[src/rtl/vid_host_pkg.sv]
package vid_host_pkg;

  localparam int REG_W = 16;
  localparam int SEL_W = 5;
  localparam int EVT_W = 6;
  localparam int BYTE_W = 8;

  localparam logic [SEL_W-1:0] SEL_WADDR = 5'd0;
  localparam logic [SEL_W-1:0] SEL_RADDR = 5'd1;
  localparam logic [SEL_W-1:0] SEL_DATA  = 5'd2;
  localparam logic [SEL_W-1:0] SEL_CTRL  = 5'd5;

  typedef enum logic [1:0] {
    OFS_STAT = 2'd0,
    OFS_AUX  = 2'd1,
    OFS_LO   = 2'd2,
    OFS_HI   = 2'd3
  } hostOfs_e;

  // Strobes from the control decode to the datapath.
  typedef struct packed {
    logic             laneLo;
    logic             laneHi;
    logic [SEL_W-1:0] target;
    logic             commitWr;
    logic             loadRd;
    logic             stepRd;
    logic             clrStat;
  } hostStb_t;

  // Step size: code 0 -> 1, codes 1..3 -> 1 << (code + 4).
  function automatic logic [REG_W-1:0] strideOf(input logic [1:0] code);
    logic [REG_W-1:0] one;
    one = 1;
    if (code == 2'd0) return one;
    return one << (32'(code) + 4);
  endfunction

endpackage

[src/rtl/vid_host_ctrl.sv]
module vid_host_ctrl
  import vid_host_pkg::*;
(
  input  logic             clk,
  input  logic             rstN,
  input  logic [1:0]       busAddr,
  input  logic             busWe,
  input  logic             busRe,
  input  logic [SEL_W-1:0] busSelByte,
  output hostStb_t         stb
);

  logic [SEL_W-1:0] selReg;
  logic             wrOk;
  logic             selLoad;

  // A read wins over a write presented in the same cycle.
  assign wrOk    = busWe & ~busRe;
  assign selLoad = wrOk & (busAddr == OFS_STAT);

  always_ff @(posedge clk) begin
    if (!rstN) begin
      selReg <= '0;
    end else if (selLoad) begin
      selReg <= busSelByte;
    end
  end

  always_comb begin
    stb          = '0;
    stb.target   = selReg;
    stb.laneLo   = wrOk & (busAddr == OFS_LO);
    stb.laneHi   = wrOk & (busAddr == OFS_HI);
    stb.commitWr = stb.laneHi & (selReg == SEL_DATA);
    stb.loadRd   = stb.laneHi & (selReg == SEL_RADDR);
    stb.stepRd   = busRe & (busAddr == OFS_HI) & (selReg == SEL_DATA);
    stb.clrStat  = busRe & (busAddr == OFS_STAT);
  end

  AST_SEL_HOLD: assert property (@(posedge clk) disable iff (!rstN)
    !selLoad |=> $stable(selReg));

  AST_AUX_WRITE_INERT: assert property (@(posedge clk) disable iff (!rstN)
    (busWe && busAddr == OFS_AUX) |=> $stable(selReg));

endmodule

[src/rtl/vid_host_dp.sv]
module vid_host_dp
  import vid_host_pkg::*;
#(
  parameter int ADDR_W = 15
) (
  input  logic              clk,
  input  logic              rstN,
  input  hostStb_t          stb,
  input  logic [1:0]        busAddr,
  input  logic [BYTE_W-1:0] busWdata,
  output logic [BYTE_W-1:0] busRdata,
  input  logic [EVT_W-1:0]  evtIn,
  input  logic [1:0]        dotClkSel,
  output logic              irqOut,
  output logic [ADDR_W-1:0] vramAddr,
  output logic              vramWe,
  output logic [REG_W-1:0]  vramWdata,
  output logic              vramRe,
  input  logic [REG_W-1:0]  vramRdata
);

  localparam int PAD_W = BYTE_W - EVT_W;
  localparam logic [BYTE_W-1:0] AUX_FAST = 8'h40;

  logic [REG_W-1:0]  wAddr;
  logic [REG_W-1:0]  rAddr;
  logic [REG_W-1:0]  readBuf;
  logic [BYTE_W-1:0] dataLo;
  logic [EVT_W-1:0]  irqEn;
  logic [1:0]        strideCode;
  logic [EVT_W-1:0]  statBits;
  logic              rdPend;

  logic [REG_W-1:0]  stride;
  logic [REG_W-1:0]  rLoadVal;
  logic [REG_W-1:0]  rStepVal;

  assign stride   = strideOf(strideCode);
  assign rLoadVal = {busWdata, rAddr[7:0]};
  assign rStepVal = rAddr + stride;

  // Memory request port
  always_comb begin
    vramWe    = stb.commitWr;
    vramRe    = stb.loadRd | stb.stepRd;
    vramWdata = {busWdata, dataLo};
    if (stb.commitWr) begin
      vramAddr = wAddr[ADDR_W-1:0];
    end else if (stb.loadRd) begin
      vramAddr = rLoadVal[ADDR_W-1:0];
    end else begin
      vramAddr = rStepVal[ADDR_W-1:0];
    end
  end

  // Register file with byte-lane writes
  always_ff @(posedge clk) begin
    if (!rstN) begin
      wAddr      <= '0;
      rAddr      <= '0;
      dataLo     <= '0;
      irqEn      <= '0;
      strideCode <= '0;
    end else begin
      if (stb.laneLo) begin
        case (stb.target)
          SEL_WADDR: wAddr[7:0] <= busWdata;
          SEL_RADDR: rAddr[7:0] <= busWdata;
          SEL_DATA:  dataLo     <= busWdata;
          SEL_CTRL:  irqEn      <= busWdata[EVT_W-1:0];
          default:   ;
        endcase
      end
      if (stb.laneHi) begin
        case (stb.target)
          SEL_WADDR: wAddr[15:8] <= busWdata;
          SEL_RADDR: rAddr[15:8] <= busWdata;
          SEL_DATA:  wAddr       <= wAddr + stride;
          SEL_CTRL:  strideCode  <= busWdata[4:3];
          default:   ;
        endcase
      end
      if (stb.stepRd) begin
        rAddr <= rStepVal;
      end
    end
  end

  // Prefetch buffer, one cycle behind the request
  always_ff @(posedge clk) begin
    if (!rstN) begin
      rdPend  <= 1'b0;
      readBuf <= '0;
    end else begin
      rdPend <= vramRe;
      if (rdPend) begin
        readBuf <= vramRdata;
      end
    end
  end

  // Status: events set, a status read clears, a new event wins
  always_ff @(posedge clk) begin
    if (!rstN) begin
      statBits <= '0;
    end else begin
      statBits <= (stb.clrStat ? '0 : statBits) | evtIn;
    end
  end

  assign irqOut = |(statBits & irqEn);

  always_comb begin
    case (hostOfs_e'(busAddr))
      OFS_STAT: busRdata = {{PAD_W{1'b0}}, statBits};
      OFS_AUX:  busRdata = (dotClkSel != 2'd0) ? AUX_FAST : '0;
      OFS_LO:   busRdata = readBuf[7:0];
      default:  busRdata = readBuf[15:8];
    endcase
  end

  AST_STAT_CLEAR: assert property (@(posedge clk) disable iff (!rstN)
    (stb.clrStat && evtIn == '0) |=> statBits == '0);

  AST_IRQ_DROP: assert property (@(posedge clk) disable iff (!rstN)
    (stb.clrStat && evtIn == '0) |=> !irqOut);

  AST_WADDR_STEP: assert property (@(posedge clk) disable iff (!rstN)
    stb.commitWr |=> wAddr == $past(wAddr + stride));

  AST_LANE_KEEP: assert property (@(posedge clk) disable iff (!rstN)
    (stb.laneLo && stb.target == SEL_CTRL) |=> strideCode == $past(strideCode));

  AST_ONE_VRAM_OP: assert property (@(posedge clk) disable iff (!rstN)
    !(vramWe && vramRe));

  AST_LO_READ_NO_STEP: assert property (@(posedge clk) disable iff (!rstN)
    (!stb.stepRd && !stb.laneLo && !stb.laneHi) |=> $stable(rAddr));

endmodule

[src/rtl/vid_host_port.sv]
module vid_host_port
  import vid_host_pkg::*;
#(
  parameter int ADDR_W = 15
) (
  input  logic              clk,
  input  logic              rstN,
  input  logic [1:0]        busAddr,
  input  logic              busWe,
  input  logic              busRe,
  input  logic [7:0]        busWdata,
  output logic [7:0]        busRdata,
  input  logic [5:0]        evtIn,
  input  logic [1:0]        dotClkSel,
  output logic              irqOut,
  output logic [ADDR_W-1:0] vramAddr,
  output logic              vramWe,
  output logic [15:0]       vramWdata,
  output logic              vramRe,
  input  logic [15:0]       vramRdata
);

  hostStb_t stb;

  vid_host_ctrl ctrl_i (
    .clk        (clk),
    .rstN       (rstN),
    .busAddr    (busAddr),
    .busWe      (busWe),
    .busRe      (busRe),
    .busSelByte (busWdata[SEL_W-1:0]),
    .stb        (stb)
  );

  vid_host_dp #(.ADDR_W(ADDR_W)) dp_i (
    .clk       (clk),
    .rstN      (rstN),
    .stb       (stb),
    .busAddr   (busAddr),
    .busWdata  (busWdata),
    .busRdata  (busRdata),
    .evtIn     (evtIn),
    .dotClkSel (dotClkSel),
    .irqOut    (irqOut),
    .vramAddr  (vramAddr),
    .vramWe    (vramWe),
    .vramWdata (vramWdata),
    .vramRe    (vramRe),
    .vramRdata (vramRdata)
  );

endmodule

[config.mk]
export PLATFORM = sky130hd
export DESIGN_NAME = vid_host_port
export DESIGN_NICKNAME = d
export VERILOG_FILES = /design/src/rtl/vid_host_pkg.sv /design/src/rtl/vid_host_ctrl.sv /design/src/rtl/vid_host_dp.sv /design/src/rtl/vid_host_port.sv
export SDC_FILE = /design/constraint.sdc
export NUM_CORES = 1
export LEC_CHECK = 0
export CORE_AREA = 4 4 101 103
export DETAILED_ROUTE_END_ITERATION = 6
export DIE_AREA = 0 0 105 107
export PLACE_DENSITY = 0.8
export SLEW_MARGIN = 20
export SYNTH_ARGS = -nofsm -noshare
export SYNTH_HDL_FRONTEND = slang
export SYNTH_SLANG_ARGS = --single-unit
[constraint.sdc]
create_clock -name clk -period 3.29 [get_ports clk]
set_input_delay 0.658 -clock clk [delete_from_list [all_inputs] [get_ports clk]]
set_output_delay 0.658 -clock clk [all_outputs]
set_load 0.01 [all_outputs]
==> metrics <==
status=finished clean; crit path cell chain=nor2_4, ha_4, ha_2, nand4_1, maj3_2, o21ai_2, buf_6, buf_4, nand4_1, nand2_1, o22ai_1, clkdlybuf4s15_1; endpoint type of the worst setup path=output port; period utilization=97.3%; Net Sw Power=0.000465 W; CORE AREA=9200 um^2; simple-gate portion of the synthesized area=25.3%; WS Path Type=register to output port; largest cells by area after synthesis=dfxtp_1 32%, mux2i_1 9.4%, nor2_1 6.3%; largest family of logic cells by synthesized area=simple AND/OR/NAND/NOR gates; sw frac=24.6%; Post-Syn Area=4560 um^2; GRT overflow=0; Residual DRC=0; Setup Skew=between 0.01 and 0.015 ns; Hold Crit Class=register to register; RD Place Congestion=0.897; Worst Slack Setup Final=~0.09 ns; setup violators final=0; most numerous cell in the Yosys netlist=nor2_1; Yosys cell types=78; antenna cells=0; fraction of registers with async set/reset=0%; Max Fclk=0.313 GHz; Synth Area in Compound Gates=21.2%; Power Density=320 nW/um^2; final setup TNS=0 ns; row count=35; Pins Over Slew Limit=0; number of global-route vias before repair=between 4,000 and 5,000; H-tree depth=3; post-DP HPWL=9.97 mm; clk buf depth=2; I/O Buffers=a little under 80; WL/cell=between 15 and 20 um; Syn Nets=622; clock root buffer=clkbuf_8; Top cell by count, worst path=nand4_1; Synth Register Bits=74; die height=107 um; gr usage total=approximately a quarter; synth-to-layout area growth=29.5%; Layout Nets=between 700 and 800; CP Data Arrival Time=2.54 ns; Place WS=-0.160 ns; combinational share of power=about a tenth; Pleak=2.30 nW; largest net degree at the start of global routing=32; drt first pass iters=6; worst-skew pair later-pin latency=0.36 ns; slowest CP cell=dfxtp_2; dpl cell area=5590 um^2; post-route minimum period=approximately 3.2 ns; CTS tree=done; Worst slew margin=38.3%; Post-Synth Adder-Cell Area=under 10%; Inst Count DP=763; proportion of synthesized chip area in sequential cells=between 30% and 40%; CP max stage delay=0.34 ns; initial drt markers=320; Crit path max-delay family=adder cells; Via-to-Cell Ratio=6.14; Reg clk slew, reported paths=0.08 ns; Die X=105 um; internal power=0.00143 W; Post-synth EDFFs=0; initial core utilization=around 50%; post-route antenna net violation count=0; most common flop cell mapped by yosys=dfxtp_1; Seq pwr share=between 40% and 50%; multiplexer share of the synthesized area=about a tenth; YS warnings=0; clock buffer count from CTS=9; # clock sinks=74; DIE AREA=11,200 um^2; drt total wl=between 10 and 15 mm; actual slew at the worst max-slew pin=0.924 ns; vias post-DR=4,823; post-route cell area=5910 um^2; max-cap violation count=0; Startpoint Class=register; Synth top cells by count=76 x nor2_1, 74 x dfxtp_1, 60 x nand2_1; CP Data Required Time=2.63 ns; Top Ports=80; Finished Layout Cells=786; CP Max Fanout=7; Synth top area share=between 30% and 40%; initial antenna violation count=0; Worst VDD drop=approximately 0.00029 V; Clock power frac=41.4%; number of buffers and inverters on the critical path=3; first-pass GRT wire length=22.3 mm; ratio of cells with drive above 1 in the final layout=16.3%; Avg Inst Size Synth=7.89 um^2; cells after synthesis=around 580; Post-Synth XOR/XNOR Area=2.11%; Yosys top cell by area=dfxtp_1; final hold vios=0
==> worst min-delay path: cells and delay by family (launching register included) <==
| family | cells | cell delay [ns] |
|---|---|---|
| compound gates | 1 | 0.05 |
| flops | 1 | 0.32 |
| simple gates | 1 | 0.05 |
==> sequential cells by signal, indices dropped and copies added, names as in the netlist <==
name and count:
dp_i.readBuf 16, dp_i.dataLo 8, dp_i.strideCode 2, dp_i.rdPend 1, ctrl_i.selReg 5, dp_i.wAddr 15
dp_i.rAddr 15, dp_i.statBits 6, dp_i.irqEn 6
==> cells in the final DEF, fill, tap and decap left out, types with 11 or more instances in the layout <==
master,n
a21oi_1,37
a31oi_1,13
and3_1,11
buf_4,47
clkdlybuf4s50_1,64
dfxtp_1,71
mux2i_1,43
nand2_1,60
nand3_1,21
nand4_1,11
nor2_1,75
o21ai_0,23
o21ai_1,13
xnor2_1,11
==> power by group through the flow <==
stage / Combinational (W) / Sequential [W] / Clock, W
after floorplan: 0.0000821 / 0.000937 / 0
after global placement: 0.000181 / 0.000943 / 0
after detailed placement: 0.000184 / 0.000943 / 0
after CTS: 0.000185 / 0.000922 / 0.000783
after global routing: 0.000200 / 0.000924 / 0.000816
final: 0.000187 / 0.000922 / 0.000783
==> metrics by stage <==
stage	util, %	hold slack, ns	power [W]
3_5_place_dp	60.8	0.449	0.00113
4_1_cts	63.7	0.463	0.00189
2_1_floorplan	-	0.454	0.00102
3_3_place_gp	60.8	0.448	0.00112
6_report	64.3	0.464	0.00189
5_1_grt	64.3	0.473	0.00194
==> worst paths after layout <==
kind                                         start              to  slack, ns  depth (start not counted)
worst max-delay path            dp_i.strideCode[0]    vramAddr[14]       0.09                         12
worst min-delay path                dp_i.dataLo[3]  dp_i.dataLo[3]       0.46                          2
worst max register to register  dp_i.strideCode[0]  dp_i.wAddr[10]       0.59                         11
worst min register to register      dp_i.dataLo[3]  dp_i.dataLo[3]       0.46                          2
==> routing by layer <==
layer | routed length, um | vias up | global-route usage, %
met5 | 0 | - | 0
met4 | 485 | 0 | 11.2
met1 | 5680 | 2254 | 29.8
met3 | 1170 | 40 | 4.88
met2 | 6610 | 249 | 41.6
li1 | - | 2280 | -
==> layout make-up <==
cell class	instances	area (um^2)
fill	754	3290
clock buffer	9	124
multi-input combinational	440	2820
sequential	74	1490
timing repair buffer	132	1190
clock inverter	6	90.1
inverter	14	55.1
tap	111	139
==> cells by family after synthesis <==
group	Yosys count
AOI/OAI and AO/OA	147
xor gates and xnor gates	11
adders and majority gates	9
buffers and inverters	64
DFF	74
muxes	45
and+or+nand+nor	228
==> timing repair <==
| action | in CTS | in global routing |
|---|---|---|
| resized for setup | 34 | 19 |
| hold buffers | 0 | 0 |
| pin swaps | 2 | 8 |
| buffers inserted | 5 | 3 |
| endpoints found under the setup margin | 15 | 12 |
Note: power is estimated with default switching activity, not from simulation.
